## src/rtl/tes_pkg.sv

```systemverilog
package tes_pkg;
   localparam int ERR_W     = 16;
   localparam int USED_BITS = 9;

   localparam int B_ADDR  = 0;
   localparam int B_PAR   = 1;
   localparam int B_WAVE  = 2;
   localparam int B_LOOP  = 3;
   localparam int B_ACK   = 4;
   localparam int B_TXTO  = 5;
   localparam int B_DMATO = 6;
   localparam int B_DBC   = 7;
   localparam int B_XACT  = 8;

   typedef enum int {WD_TX = 0, WD_DMA = 1, WD_ACK = 2, WD_XACT = 3} wd_idx_e;
   localparam int NUM_WD = 4;
endpackage

```

## src/rtl/tes_usec_tick.sv

```systemverilog
module tes_usec_tick #(
   parameter int CLK_PER_US = 200
) (
   input  logic clk,
   input  logic rst_n,
   output logic tick
);
   generate
      if (CLK_PER_US < 1) begin : g_bad
         $error("CLK_PER_US must be at least 1");
      end
      if (CLK_PER_US == 1) begin : g_direct
         logic tick_q;
         always_ff @(posedge clk or negedge rst_n) begin
            if (!rst_n) tick_q <= 1'b0;
            else        tick_q <= 1'b1;
         end
         assign tick = tick_q;
      end else begin : g_div
         localparam int PW = $clog2(CLK_PER_US);
         logic [PW-1:0] pre_q;
         always_ff @(posedge clk or negedge rst_n) begin
            if (!rst_n)                          pre_q <= '0;
            else if (pre_q == PW'(CLK_PER_US-1)) pre_q <= '0;
            else                                 pre_q <= pre_q + 1'b1;
         end
         assign tick = (pre_q == PW'(CLK_PER_US-1));


         tick_gap_chk: assert property (@(posedge clk) disable iff (!rst_n)
            tick |=> !tick);
      end
   endgenerate
endmodule

```

## src/rtl/tes_timeout.sv

```systemverilog
module tes_timeout #(
   parameter int LIMIT_US = 80
) (
   input  logic clk,
   input  logic rst_n,
   input  logic restart,
   input  logic run,
   input  logic tick,
   output logic expired
);
   localparam int CW = $clog2(LIMIT_US + 1);

   generate
      if (LIMIT_US < 1) begin : g_bad
         $error("LIMIT_US must be at least 1");
      end
   endgenerate

   logic [CW-1:0] cnt_q;

   always_ff @(posedge clk or negedge rst_n) begin
      if (!rst_n)                               cnt_q <= '0;
      else if (restart || !run)                 cnt_q <= '0;
      else if (tick && cnt_q != CW'(LIMIT_US))  cnt_q <= cnt_q + 1'b1;
   end

   assign expired = (cnt_q == CW'(LIMIT_US));


   idle_no_expire_chk: assert property (@(posedge clk) disable iff (!rst_n)
      (!run || restart) |=> !expired);


   expire_hold_chk: assert property (@(posedge clk) disable iff (!rst_n)
      (expired && run && !restart) |=> expired);
endmodule

```

## src/rtl/term_err_status.sv

```systemverilog
module term_err_status
   import tes_pkg::*;
#(
   parameter int CLK_PER_US    = 200,
   parameter int TX_LIMIT_US   = 680,
   parameter int DMA_LIMIT_US  = 80,
   parameter int XACT_LIMIT_US = 780,
   parameter int ACK_LIMIT_US  = 8
) (
   input  logic             clk,
   input  logic             rst_n,
   input  logic             reg_clr_cmd,
   input  logic             io_reset_cmd,
   input  logic             bc_mode,
   input  logic             xfer_start,
   input  logic             xfer_done,
   input  logic             rt_addr_err,
   input  logic             par_err,
   input  logic             manch_err,
   input  logic             sync_err,
   input  logic             contig_err,
   input  logic             loop_fail,
   input  logic             dma_req,
   input  logic             dma_ack,
   input  logic             dma_busy,
   input  logic             tx_active,
   input  logic             tx_selftest_fail,
   input  logic             dbc_accept,
   output logic             tx_en,
   output logic [ERR_W-1:0] err_reg
);
   function automatic int wd_limit(input int idx);
      case (idx)
         WD_TX:   return TX_LIMIT_US;
         WD_DMA:  return DMA_LIMIT_US;
         WD_ACK:  return ACK_LIMIT_US;
         default: return XACT_LIMIT_US;
      endcase
   endfunction

   generate
      if (TX_LIMIT_US >= 800) begin : g_bad_tx
         $error("TX_LIMIT_US must stay below the 800 us bus maximum");
      end
   endgenerate

   logic                 tick;
   logic [NUM_WD-1:0]    wd_run, wd_restart, wd_exp;
   logic                 pend_q, shut_q, clr_evt, bc_start;
   logic [USED_BITS-1:0] err_q, set_vec;

   tes_usec_tick #(.CLK_PER_US(CLK_PER_US)) u_tick (
      .clk(clk), .rst_n(rst_n), .tick(tick));

   assign bc_start = xfer_start && bc_mode;
   assign clr_evt  = reg_clr_cmd || io_reset_cmd || bc_start;

   // BC transaction pending from trigger until completion
   always_ff @(posedge clk or negedge rst_n) begin
      if (!rst_n)                                 pend_q <= 1'b0;
      else if (io_reset_cmd || !bc_mode)          pend_q <= 1'b0;
      else if (bc_start)                          pend_q <= 1'b1;
      else if (xfer_done)                         pend_q <= 1'b0;
   end

   assign wd_run[WD_TX]       = tx_active;
   assign wd_run[WD_DMA]      = dma_busy;
   assign wd_run[WD_ACK]      = dma_req && !dma_ack;
   assign wd_run[WD_XACT]     = pend_q;
   assign wd_restart[WD_TX]   = io_reset_cmd;
   assign wd_restart[WD_DMA]  = io_reset_cmd;
   assign wd_restart[WD_ACK]  = io_reset_cmd;
   assign wd_restart[WD_XACT] = io_reset_cmd || bc_start;

   generate
      for (genvar g = 0; g < NUM_WD; g++) begin : g_wd
         tes_timeout #(.LIMIT_US(wd_limit(g))) u_wd (
            .clk(clk), .rst_n(rst_n), .restart(wd_restart[g]),
            .run(wd_run[g]), .tick(tick), .expired(wd_exp[g]));
      end
   endgenerate

   // fail-safe transmitter shutoff
   always_ff @(posedge clk or negedge rst_n) begin
      if (!rst_n)             shut_q <= 1'b0;
      else if (!tx_active)    shut_q <= 1'b0;
      else if (wd_exp[WD_TX]) shut_q <= 1'b1;
   end
   assign tx_en = tx_active && !shut_q;

   always_comb begin
      set_vec          = '0;
      set_vec[B_ADDR]  = rt_addr_err;
      set_vec[B_PAR]   = par_err;
      set_vec[B_WAVE]  = manch_err || sync_err || contig_err || par_err;
      set_vec[B_LOOP]  = loop_fail || rt_addr_err;
      set_vec[B_ACK]   = wd_exp[WD_ACK];
      set_vec[B_TXTO]  = wd_exp[WD_TX] || tx_selftest_fail;
      set_vec[B_DMATO] = wd_exp[WD_DMA];
      set_vec[B_DBC]   = dbc_accept && !bc_mode;
      set_vec[B_XACT]  = wd_exp[WD_XACT];
   end

   always_ff @(posedge clk or negedge rst_n) begin
      if (!rst_n)       err_q <= '0;
      else if (clr_evt) err_q <= '0;
      else              err_q <= err_q | set_vec;
   end

   assign err_reg = {{(ERR_W-USED_BITS){1'b0}}, err_q};


   clear_wins_chk: assert property (@(posedge clk) disable iff (!rst_n)
      (reg_clr_cmd || io_reset_cmd || (xfer_start && bc_mode)) |=> (err_reg == '0));


   sticky_chk: assert property (@(posedge clk) disable iff (!rst_n)
      !clr_evt |=> ((err_q & $past(err_q)) == $past(err_q)));


   tx_shutoff_chk: assert property (@(posedge clk) disable iff (!rst_n)
      (wd_exp[WD_TX] && tx_active && !clr_evt) |=> (!tx_en && err_reg[B_TXTO]));


   dbc_bc_ignored_chk: assert property (@(posedge clk) disable iff (!rst_n)
      (bc_mode && !err_q[B_DBC]) |=> !err_q[B_DBC]);


   xact_rt_idle_chk: assert property (@(posedge clk) disable iff (!rst_n)
      !bc_mode |=> !pend_q);
endmodule

```

## config.mk

```make
export PLATFORM = sky130hd
export DESIGN_NAME = term_err_status
export DESIGN_NICKNAME = d
export VERILOG_FILES = /design/src/rtl/tes_pkg.sv /design/src/rtl/tes_usec_tick.sv /design/src/rtl/tes_timeout.sv /design/src/rtl/term_err_status.sv
export SDC_FILE = /design/constraint.sdc
export NUM_CORES = 1
export LEC_CHECK = 0
export ABC_CLOCK_PERIOD_IN_PS = 5900
export BUFFER_PORTS_ARGS = -buffer_cell sky130_fd_sc_hd__buf_2
export CORE_UTILIZATION = 58
export CTS_CLUSTER_DIAMETER = 200
export DETAILED_ROUTE_END_ITERATION = 10
export PLACE_DENSITY = 0.8
export SYNTH_ARGS = -nofsm -noshare
export SYNTH_HDL_FRONTEND = slang
export SYNTH_HIERARCHICAL = 1
export SYNTH_SLANG_ARGS = --single-unit
```

## constraint.sdc

```tcl
create_clock -name clk -period 5.9 [get_ports clk]
set_input_delay 1.18 -clock clk [delete_from_list [all_inputs] [get_ports clk]]
set_output_delay 1.18 -clock clk [all_outputs]
set_load 0.01 [all_outputs]
```

### After elaboration in Yosys (flattened, before gate mapping)

Index checks and enable logic that the tools add are counted.

| operators by class | value |
|---|---|
| bitwise logic cells | 1 |
| multiplexer cells | 15 |
| add/sub/neg operators | 5 |
| equal/unequal tests | 10 |
| reductions and logical operators | 33 |

Operators with widths:

| kind | number |
|---|---|
| 2-to-1 mux 10 bit | 4 |
| adder 10 x 1 -> 10 bit (second input constant) | 2 |
| equality test 10 bit (second input constant) | 2 |
| != test 10 bit (second input constant) | 2 |
| 2-to-1 mux 7 bit | 2 |
| logical OR 1 bit | 13 |
| 2-to-1 mux 9 bit | 1 |
| OR 9 bit | 1 |
| adder 8 x 1 -> 8 bit (second input constant) | 1 |
| equality test 8 bit (second input constant) | 1 |
| logical AND 1 bit | 8 |
| 2-to-1 mux 4 bit | 2 |
| 2-to-1 mux 8 bit | 1 |
| nonzero test 2 bit | 4 |
| adder 7 x 1 -> 7 bit (second input constant) | 1 |
| equality test 7 bit (second input constant) | 1 |
| zero test 1 bit | 7 |
| != test 7 bit (second input constant) | 1 |
| 2-to-1 mux 1 bit | 5 |
| adder 4 x 1 -> 4 bit (second input constant) | 1 |
| equality test 4 bit (second input constant) | 1 |
| != test 4 bit (second input constant) | 1 |
| nonzero test 3 bit | 1 |
| != test 2 x 1 -> 1 bit (second input constant) | 1 |

| storage, ports and cells | value |
|---|---|
| output and inout port bits | 17 |
| register bits | 50 |
| bits of input ports | 19 |

### Longest topological paths before layout

Gate-level depths: netlist (run 1).

| depth | value |
|---|---|
| depth in word-level cells | 5 |
| mapped depth | 6 |

### Hierarchy

The synthesis (run 1) kept the hierarchy.

By module, submodules not included:

| module | sequential area each (um^2) | area an instance (um^2) | cells an instance | times used |
|---|---|---|---|---|
| tes_timeout (g_wd[3].u_wd) | 250.2 | 634.4 | 70 | 1 |
| tes_timeout (g_wd[0].u_wd) | 250.2 | 566.8 | 60 | 1 |
| term_err_status | 275.3 | 483.0 | 39 | 1 |
| tes_timeout (g_wd[1].u_wd) | 175.2 | 394.1 | 41 | 1 |
| tes_usec_tick | 200.2 | 390.4 | 33 | 1 |
| tes_timeout (g_wd[2].u_wd) | 100.1 | 237.7 | 25 | 1 |

### Worst setup path after synthesis (run 1)

OpenSTA, ideal clock, no wires.

| timing path | value |
|---|---|
| path kind | input-to-output |
| start point | input tx_active |
| end point | output tx_en |
| stages on the path | 1 |
| data arrival time | 1377 ps |
| data required time | 4720 ps |
| slack | 3343 ps |
| path through | nor2b_1 |

| on the way | value |
|---|---|
| word-level cells in the longest chain between the ends | 1 |

RTL lines:

| what | line | RTL |
|---|---|---|
| from (decl) | term_err_status.sv:26 | `input logic tx_active,` |
| logical AND 1 bit | term_err_status.sv:89 | `assign tx_en = tx_active && !shut_q;` |
| to (decl) | term_err_status.sv:29 | `output logic tx_en,` |

No other way between the ends.

### Worst setup path in the final report (run 1)

Same ends and word-level chain as after synthesis.

==> results of run 1 <==
## cell families (layout without fill, tap and decap cells)
family,count (synthesis),in the layout,synth area share [%]
fa+ha+maj,9,9,4.161
buf+inv,23,51,4.207
xor+xnor,10,10,3.236
other cells,1,7,0.1386
mux,8,8,3.005
compound gates,56,56,14.70
flops,50,50,46.23
simple gates,111,111,24.32
## placed cells by master (no fill, tap or decap), types with 3 or more instances in the layout
cell type	instances
xor2_1	6
nand4_2	3
nand3_1	11
conb_1	7
mux2i_1	7
dfrtp_1	50
o21ai_0	9
clkbuf_8	6
inv_1	13
buf_2	28
ha_1	9
nor3_1	3
nor2b_1	8
or3_1	6
nand2_1	33
nand4_1	8
a21oi_1	14
nand2b_1	8
nor2_1	8
xnor2_1	4
or4_1	3
o21a_1	8
a31oi_1	4
## through the flow
| stage | util [%] | power (W) | worst slack (ps) |
|---|---|---|---|
| floorplan | - | 0.0003677 | 3343 |
| global placement | 65.25 | 0.0003831 | 3169 |
| detailed placement | 65.25 | 0.0003839 | 3162 |
| CTS | 68.00 | 0.0006380 | 3161 |
| global route | 68.00 | 0.0006519 | 3133 |
| finish | 68.00 | 0.0006313 | 3165 |
## area by class of cell
type / instances / area, µm² / area share, %
Sequential cell: 50 / 1251 / 41.68
Tap cell: 52 / 65.06 / 2.168
Multi-Input combinational cell: 201 / 1364 / 45.44
Inverter: 14 / 52.55 / 1.751
Timing Repair Buffer: 29 / 147.6 / 4.919
Clock inverter: 2 / 38.79 / 1.292
Clock buffer: 6 / 82.58 / 2.751
## Yosys cell counts (all sizes together), types with 7 or more instances
master / count
o21ai: 10
nand2: 33
or3: 7
a21oi: 15
o21a: 8
nand2b: 8
nor2: 9
nand4: 11
inv: 14
nand3: 11
buf: 7
nor2b: 9
dfrtp: 50
mux2i: 7
ha: 9
## sequential cells by signal (all words and copies together), names as in the netlist
signal              count
err_q                   9
g_wd.u_wd/cnt_q        31
pend_q                  1
shut_q                  1
u_tick/g_div.pre_q      8
## worst max path at each step
stage	to	slack, ps	cells past startpoint
global route	tx_en	3130	3
CTS	tx_en	3160	3
detailed placement	tx_en	3160	3
global placement	tx_en	3170	3
finish	tx_en	3160	3
floorplan	tx_en	3340	1
## where the power goes
group | internal [W] | switching [W] | total [W]
logic | 0.0000106 | 0.0000203 | 0.0000309
registers | 0.000344 | 0.00000111 | 0.000345
clock network | 0.000140 | 0.000115 | 0.000255
total | 0.000494 | 0.000137 | 0.000631
## layer usage
metal  up-vias  global-route usage (%)  wire (µm)
met1      1044                   28.01       2219
met4         0                   7.333         64
met2        47                   37.78       2544
li1       1026                       -          -
met5         -                       0          0
met3         7                   5.339        183
==> results by group, run 1 <==
STA
  – Unrepaired setup endpoints after global routing: false
  – Fmax: between 300 and 400 MHz
  – Final Hold Vio Count: 0
  – Clock skew: around 9.4 ps
  – Final period utilization: a little under half
  – # setup viols final: 0
  – Hold WS: approximately 480 ps
  – Fin. max-slew vios: 0
  – Setup Total Neg Slack: 0 ps
  – Worst-Margin Slew: 708.8 ps
  – Min Tclk post-route: 2735 ps
  – Relative slew slack: 52.65%

GRT
  – Grt ovf: 0
  – Antenna violations before repair: 0
  – Total track usage: 22.33%
  – Vias in the first global route: ~2000
  – First-pass GRT wire length: just under 9000 µm
  – Largest net degree at the start of global routing: slightly above 50

Place
  – Placed Cells: 346
  – Placer Congestion: roughly 0.78
  – Dpl cell area: between 0.002 and 0.003 mm²
  – PortBufs: 28
  – Post-DP HPWL: between 3000 and 4000 µm

Clock network
  – CTS clk-pin slew, worst paths: ~100 ps
  – CTS tree: built
  – Worst-case clock buffer depth: 2
  – Root buffer cell: clkbuf_8
  – Clk_lat worst skew: 300 ps
  – Number of hold buffers added after CTS: 0
  – H-Tree Level Count: 2
  – CTS buffer count: 5
  – PostCTS Resize Cnt: 0
  – Clock sinks: 50
  – Setup bufs post-CTS: 0

Floorplan
  – Initial Util: about three fifths
  – Boundary Pins: 36
  – Core Area: around 0.0044 mm²
  – Die W: 70.31 µm
  – Die ar.: between 0.004 and 0.005 mm²
  – Row cnt: 24
  – Die height: ~70 µm

Logic synthesis
  – Ranking of synthesized cells by area: dfrtp_1, nand2_1, ha_1
  – Post-synth ARST share: between 90% and 100%
  – Predominant post-synthesis flop cell: dfrtp_1
  – Cells after Synth: between 200 and 300
  – Post-synthesis cell area: about 0.0027 mm²
  – Post-synthesis sequential area ratio: a little under half
  – EDFF count, synth: 0
  – Seq cells post-synth: 50
  – Avg Cell Area, Syn: between 10 and 15 µm²
  – Synth area leader: dfrtp_1
  – Synth top area share: 46.23%
  – Yosys warns: 6
  – Distinct cells, synth: a little under 60

Worst hold path
  – Worst hold stages: 1
  – Hold EP: err_q[8]$_DFF_PN0_
  – Hold WC Path Type: flip-flop to flip-flop
  – Min-delay src: err_q[8]$_DFF_PN0_

Setup path
  – Critical path's slowest cell: buf_2
  – Data required, critical path: about 4700 ps
  – Worst r2r src: u_tick/g_div.pre_q[0]$_DFF_PN0_
  – Crit path max-delay family: buffers and inverters
  – Critical-path cell list: buf_2, nor2b_1, buf_2
  – Setup CP Type: input port to primary output
  – Buffers plus inverters on the worst setup path: 2
  – FF-to-FF End: g_wd[3].u_wd/cnt_q[6]$_DFFE_PN0P_
  – CP Max Fanout: 4
  – R2r worst-path depth: 6
  – Worst reg2reg setup slack: about 3500 ps
  – Critical Path End Type: primary output
  – CP max stage delay: ~130 ps
  – Critical Path Source: tx_active
  – Most used cell, CP: buf_2
  – Startpoint Class: input port
  – CP arrival: around 1600 ps

Cells and area
  – Share of cells above drive strength 1: between 10% and 20%
  – Nets: roughly 330
  – Fill cells: 360
  – Fin area: roughly 0.003 mm²
  – Antenna Cells: 0
  – Layout Area Growth over Synthesis: 10.91%
  – Non-filler instance count after layout: between 300 and 400

Pwr
  – VDD IR max: approximately 120 µV
  – Static Leak: roughly 1.3 nW
  – PD cells: about 210 mW/mm²

Drt
  – Vias: about 2100
  – DRT antenna net count: 0
  – Routed len/inst: about 14 µm
  – 1st-iter DRT viols: 69
  – Vias per inst: 6.000
  – First-pass detailed-route iteration total: 4
  – Final wirelength: ~5000 µm
  – DRC Markers: 0

Run
  – Max-cap viol count: 0

Status
  – Run status: complete, no violations
Note: power is estimated with default switching activity, not from simulation.
==> run 2: changes to the inputs <==
--- a/config.mk
+++ b/config.mk
@@ -5,12 +5,13 @@
 export SDC_FILE = /design/constraint.sdc
 export NUM_CORES = 1
 export LEC_CHECK = 0
-export ABC_CLOCK_PERIOD_IN_PS = 5900
+export ABC_AREA = 1
+export ABC_CLOCK_PERIOD_IN_PS = 2300
 export BUFFER_PORTS_ARGS = -buffer_cell sky130_fd_sc_hd__buf_2
-export CORE_UTILIZATION = 58
+export CORE_UTILIZATION = 53
 export CTS_CLUSTER_DIAMETER = 200
 export DETAILED_ROUTE_END_ITERATION = 10
-export PLACE_DENSITY = 0.8
+export PLACE_DENSITY = 0.77
 export SYNTH_ARGS = -nofsm -noshare
 export SYNTH_HDL_FRONTEND = slang
 export SYNTH_HIERARCHICAL = 1
==> constraint.sdc (replaced) <==
create_clock -name clk -period 2.3 [get_ports clk]
set_input_delay 0.46 -clock clk [delete_from_list [all_inputs] [get_ports clk]]
set_output_delay 0.46 -clock clk [all_outputs]
set_load 0.01 [all_outputs]
==> results by group, run 2 <==
Status
  – Run status: complete, no violations

Drt
  – Vias: 2510
  – 1st-iter DRT viols: just over 100
  – First-pass detailed-route iteration total: 4
  – DRC Markers: 0
  – Final wirelength: around 5600 µm
  – Vias per inst: about 5.0
  – DRT antenna net count: 0
  – Routed len/inst: ~11 µm

Cells and area
  – Post-Route Utilization: 62.11%
  – Layout Area Growth over Synthesis: 10.01%
  – Antenna Cells: 0
  – Biggest regs: g_wd.u_wd/cnt_q x31, err_q x9, u_tick/g_div.pre_q x8
  – Nets: between 400 and 500
  – Most frequent cells in the layout: nand2_1, nor2_1, inv_1, dfrtp_1, nand3_1
  – Non-filler instance count after layout: ~500
  – Commonest non-fill, non-tap cell in the layout: nand2_1
  – Most flop-heavy register: g_wd.u_wd/cnt_q
  – Share of cells above drive strength 1: 17.29%
  – Fin area: about 0.0033 mm²
  – Largest register FFs: 31

Clock network
  – CTS tree: built
  – Clk_lat worst skew: between 300 and 400 ps
  – Root buffer cell: clkbuf_8
  – Setup bufs post-CTS: 0
  – H-Tree Level Count: 2
  – CTS clk-pin slew, worst paths: ~90 ps
  – Worst-case clock buffer depth: 2
  – Number of hold buffers added after CTS: 0
  – PostCTS Resize Cnt: 0
  – CTS buffer count: 5
  – Clock sinks: 50

Place
  – PortBufs: 28
  – Placer Congestion: ~0.83
  – Placed Cells: 490
  – Dpl cell area: 0.003167 mm²
  – Post-DP HPWL: 4038 µm

STA
  – Fin. max-slew vios: 0
  – Relative slew slack: 57.63%
  – Final Hold Vio Count: 0
  – Fmax: ~560 MHz
  – Final period utilization: 78.13%
  – Setup Total Neg Slack: 0 ps
  – Min Tclk post-route: between 1500 and 2000 ps
  – Unrepaired setup endpoints after global routing: false
  – # setup viols final: 0
  – Worst-Margin Slew: about 640 ps
  – Clock skew: 7.483 ps

Pwr
  – Static Leak: approximately 1.7 nW
  – PD cells: a little under 500 mW/mm²
  – VDD IR max: approximately 220 µV

Setup path
  – CP Max Fanout: 17
  – Worst reg2reg setup slack: around 500 ps
  – Critical path's slowest cell: dfrtp_1
  – Startpoint Class: flip-flop
  – Most used cell, CP: nand2_1
  – CP max stage delay: about 400 ps
  – Critical-path cell list: ha_1, nand2_1, nor2_1, nand2_1, inv_2, inv_1, nor2_2, nand4_1, nand2_1
  – CP arrival: 2040 ps
  – Buffers plus inverters on the worst setup path: 2
  – Setup CP Type: flip-flop to flip-flop
  – Crit path max-delay family: simple AND/OR/NAND/NOR gates
  – Data required, critical path: about 2500 ps
  – Critical Path End Type: flip-flop

Floorplan
  – Row cnt: 26
  – Boundary Pins: 36
  – Die height: between 70 and 80 µm
  – Die W: 76.93 µm
  – Initial Util: about 56%
  – Die ar.: approximately 0.006 mm²
  – Core Area: ~0.0053 mm²

Logic synthesis
  – Seq cells post-synth: 50
  – Cells after Synth: ~400
  – Post-synthesis sequential area ratio: 42.05%
  – Ranking of synthesized cells by area: dfrtp_1, nand2_1, nor2_1
  – Synth area leader: dfrtp_1
  – Yosys warns: 6
  – Predominant post-synthesis flop cell: dfrtp_1
  – Synth top cells by count: nand2_1, nor2_1, dfrtp_1, inv_1, nand3_1
  – Post-synth ARST share: 100.0%
  – Synth top area share: a little over two fifths
  – Distinct cells, synth: 31
  – Post-synthesis cell area: around 0.0030 mm²
  – Avg Cell Area, Syn: around 7.5 µm²
  – Count leader, synth: nand2_1
  – EDFF count, synth: 0

GRT
  – Antenna violations before repair: 0
  – Largest net degree at the start of global routing: between 50 and 60
  – Total track usage: a little over a fifth
  – Grt ovf: 0
  – Vias in the first global route: 2367
  – First-pass GRT wire length: between 10000 and 15000 µm

Run
  – Max-cap viol count: 0

Worst hold path
  – Hold WC Path Type: input port to asynchronous set/reset pin
[run 2: path summary, 6_finish.rpt]
| path | start | endpoint | cells after the start |
|---|---|---|---|
| max | u_tick/g_div.pre_q[0]$_DFF_PN0_ | g_wd[3].u_wd/cnt_q[8]$_DFFE_PN0P_ | 9 |
| min | rst_n | g_wd[1].u_wd/cnt_q[2]$_DFFE_PN0P_ | 2 |
| max reg2reg | u_tick/g_div.pre_q[0]$_DFF_PN0_ | g_wd[3].u_wd/cnt_q[8]$_DFFE_PN0P_ | 9 |
| min reg2reg | u_tick/g_div.pre_q[5]$_DFF_PN0_ | u_tick/g_div.pre_q[5]$_DFF_PN0_ | 1 |
| max in group asynchronous | rst_n | shut_q$_DFFE_PN0P_ | 2 |
| min in group clk | loop_fail | err_q[3]$_DFF_PN0_ | 3 |
[run 2: layout make-up]
type | instances | area, µm²
clock buffer | 7 | 76.32
clock inverter | 1 | 30.03
fill | 464 | 1997
inverter | 59 | 231.5
multi-input combinational | 281 | 1441
sequential | 50 | 1251
tap | 70 | 87.58
timing repair buffer | 30 | 155.1
[run 2: logic make-up after synthesis]
kind of cell,Yosys count,synth area share (%)
and+or+nand+nor,240,37.93
DFF,50,42.05
other,1,0.1260
AOI/OAI and AO/OA,16,3.196
xor gates and xnor gates,9,2.649
buffers and inverters,70,10.26
adders and majority gates,9,3.785
[run 2: metal layers]
metal  GRT usage [%]  routed length, µm  vias to the layer above
met2           37.14               2639                       49
met1           27.22               2581                     1156
met3           3.214                220                        9
met5               0                  0                        -
met4           7.500                111                        0
li1                -                  -                     1296
[run 2: power by group]
group          switching [W]  internal [W]  total [W]
registers         0.00000576      0.000886   0.000891
logic              0.0000705     0.0000320   0.000102
clock network       0.000290      0.000326   0.000616
total               0.000367       0.00124    0.00161
[run 2: through the flow]
step / worst slack (ps) / hold slack [ps] / power (W)
2_1_floorplan: 803.2 / 164.4 / 0.0009678
4_1_cts: 508.7 / 278.0 / 0.001638
6_report: 503.0 / 250.5 / 0.001610
3_3_place_gp: 580.8 / 466.8 / 0.001011
3_5_place_dp: 530.4 / 489.2 / 0.001014
5_1_grt: 277.5 / 309.5 / 0.001677
==> run 3: changes to the inputs <==
--- a/config.mk
+++ b/config.mk
@@ -5,13 +5,13 @@
 export SDC_FILE = /design/constraint.sdc
 export NUM_CORES = 1
 export LEC_CHECK = 0
-export ABC_AREA = 1
-export ABC_CLOCK_PERIOD_IN_PS = 2300
+export ABC_AREA = 0
+export ABC_CLOCK_PERIOD_IN_PS = 1500
 export BUFFER_PORTS_ARGS = -buffer_cell sky130_fd_sc_hd__buf_2
-export CORE_UTILIZATION = 53
+export CORE_UTILIZATION = 52
 export CTS_CLUSTER_DIAMETER = 200
 export DETAILED_ROUTE_END_ITERATION = 10
-export PLACE_DENSITY = 0.77
+export PLACE_DENSITY = 0.76
 export SYNTH_ARGS = -nofsm -noshare
 export SYNTH_HDL_FRONTEND = slang
 export SYNTH_HIERARCHICAL = 1
==> constraint.sdc (replaced) <==
create_clock -name clk -period 1.5 [get_ports clk]
set_input_delay 0.3 -clock clk [delete_from_list [all_inputs] [get_ports clk]]
set_output_delay 0.3 -clock clk [all_outputs]
set_load 0.01 [all_outputs]
==> results by group, run 3 (synthesis results as in run 1) <==
Setup path
  – CP arrival: 2210 ps
  – FF-to-FF End: g_wd[2].u_wd/cnt_q[2]$_DFFE_PN0P_
  – Data required, critical path: 1730 ps
  – CP Max Fanout: 10
  – Critical Path Source: u_tick/g_div.pre_q[1]$_DFF_PN0_
  – Startpoint Class: flip-flop
  – Worst setup endpoint: g_wd[2].u_wd/cnt_q[2]$_DFFE_PN0P_
  – Critical Path End Type: flip-flop
  – Worst reg2reg setup slack: -470 ps
  – Worst r2r src: u_tick/g_div.pre_q[1]$_DFF_PN0_
  – R2r worst-path depth: 8
  – Setup CP Type: flip-flop to flip-flop

STA
  – Fmax: 507.4 MHz
  – Hold WS: around 200 ps
  – Min Tclk post-route: a little under 2000 ps
  – Final Worst Setup Slack: -470.9 ps
  – Final period utilization: 131.4%
  – Relative slew slack: 66.71%
  – Unrepaired setup endpoints after global routing: true
  – Clock skew: between 10 and 15 ps
  – # setup viols final: 32
  – Worst-Margin Slew: 495.5 ps
  – Fin. max-slew vios: 0
  – Final Hold Vio Count: 0

Cells and area
  – Commonest non-fill, non-tap cell in the layout: dfrtp_1
  – Most frequent cells in the layout: dfrtp_1, buf_4, nand2_1
  – Most flop-heavy register: g_wd.u_wd/cnt_q
  – Biggest regs: g_wd.u_wd/cnt_q x31, err_q x9, u_tick/g_div.pre_q x8
  – Non-filler instance count after layout: 409
  – Largest register FFs: 31
  – Antenna Cells: 0
  – Nets: about 370
  – Layout Area Growth over Synthesis: 30.65%
  – Fill cells: around 350
  – Share of cells above drive strength 1: 33.92%

Clock network
  – CTS tree: built
  – CTS buffer count: 5
  – Clk_lat worst skew: slightly above 300 ps
  – Clock sinks: 50
  – H-Tree Level Count: 2
  – Root buffer cell: clkbuf_8
  – Worst-case clock buffer depth: 2
  – CTS clk-pin slew, worst paths: roughly 100 ps

GRT
  – Total track usage: approximately a quarter
  – Antenna violations before repair: 0
  – Grt ovf: 0
  – Largest net degree at the start of global routing: between 50 and 60
  – First-pass GRT wire length: 10230 µm
  – Vias in the first global route: between 2000 and 2500

Pwr
  – VDD IR max: between 700 and 800 µV
  – PD cells: ~750 mW/mm²
  – Static Leak: 1.584 nW

Floorplan
  – Initial Util: between 50% and 60%
  – Die height: 74.14 µm
  – Die ar.: between 0.005 and 0.006 mm²
  – Core Area: 0.004880 mm²
  – Die W: roughly 74 µm
  – Row cnt: 25
  – Boundary Pins: 36

Drt
  – DRT antenna net count: 0
  – 1st-iter DRT viols: 91
  – Vias per inst: ~5.6
  – Final wirelength: about 6500 µm
  – DRC Markers: 0
  – First-pass detailed-route iteration total: 4
  – Routed len/inst: about 16 µm
  – Vias: 2309

Status
  – Run status: finished, violations left
  – Violated checks: negative setup slack

Place
  – PortBufs: 28
  – Placed Cells: approximately 390
  – Post-DP HPWL: 4168 µm
  – Placer Congestion: 0.8980

Run
  – Max-cap viol count: 0

Worst hold path
  – Hold WC Path Type: input port to flip-flop
==> run 3: changes by cell type in the layout (fill, tap and decap cells not counted), moves of 8 or more <==
cell      previous run  this run
nor2_2              11         2
nor2_1              53         7
inv_1               50        12
o21a_1               0         8
nand2b_1             0         8
nand4_1             22         8
a21oi_2              0         8
nand2_1             98        30
buf_4                2        32
nand3_1             33        11
==> run 3: report_power, final <==
| part | total [W] | internal [W] | switching (W) |
|---|---|---|---|
| clock | 0.00114 | 0.000668 | 0.000472 |
| combinational | 0.000141 | 0.0000537 | 0.0000874 |
| sequential | 0.00136 | 0.00135 | 0.00000446 |
==> run 3: repair_timing <==
item / in CTS / in global routing
cloned: 1 / 0
setup endpoints to repair: 31 / 37
gates resized for setup: 15 / 23
pin swaps: 14 / 5
hold endpoints to repair: 50 / 0
hold buffers: 1 / 0
setup buffers: 8 / 5
==> run 3: critical path, stage by stage (launching register included) <==
cell and delay (ps):
dfrtp_1 370, ha_2 180, and4bb_1 260, and4b_4 320, buf_4 140, buf_8 120
nand2_1 60, or3_1 320, a21oi_2 120
==> run 3: layer usage <==
metal / up-vias / part of all wire (%) / GRT usage [%]
met5: - / 0 / 0
li1: 1108 / - / -
met2: 57 / 51 / 42.42
met1: 1135 / 44 / 30.85
met4: 0 / 1.2 / 8.761
met3: 9 / 3.6 / 5.285
==> run 3: layout make-up <==
type,instances,area [µm²],area share (%)
Tap cell,67,83.83,2.371
Sequential cell,50,1251,35.39
Multi-Input combinational cell,202,1526,43.17
Clock buffer,5,68.82,1.946
Clock inverter,3,68.82,1.946
Timing Repair Buffer,68,481.7,13.62
Inverter,14,55.05,1.557
==> run 3: worst min-delay path by stage <==
stage	startpoint	endpoint	slack (ps)	cells after the start
after floorplan	rst_n	err_q[0]$_DFF_PN0_	4	0
after global placement	rst_n	g_wd[2].u_wd/cnt_q[2]$_DFFE_PN0P_	310	2
after detailed placement	rst_n	err_q[7]$_DFF_PN0_	310	2
after CTS	sync_err	err_q[2]$_DFF_PN0_	190	2
after global routing	sync_err	err_q[2]$_DFF_PN0_	190	2
final	sync_err	err_q[2]$_DFF_PN0_	200	2
==> run 3: stage by stage <==
step | power [W] | TNS (ps) | worst slack, ps | utilization (%) | cell area (µm²)
2_1_floorplan | 0.001447 | -8593 | -499.6 | - | 2755
3_3_place_gp | 0.001522 | -6349 | -345.4 | 64.82 | 3163
3_5_place_dp | 0.001524 | -8674 | -448.3 | 64.82 | 3163
6_report | 0.002641 | -9703 | -470.9 | 72.46 | 3536
5_1_grt | 0.002740 | -12440 | -539.9 | 72.46 | 3536
4_1_cts | 0.002665 | -8505 | -407.9 | 70.69 | 3450
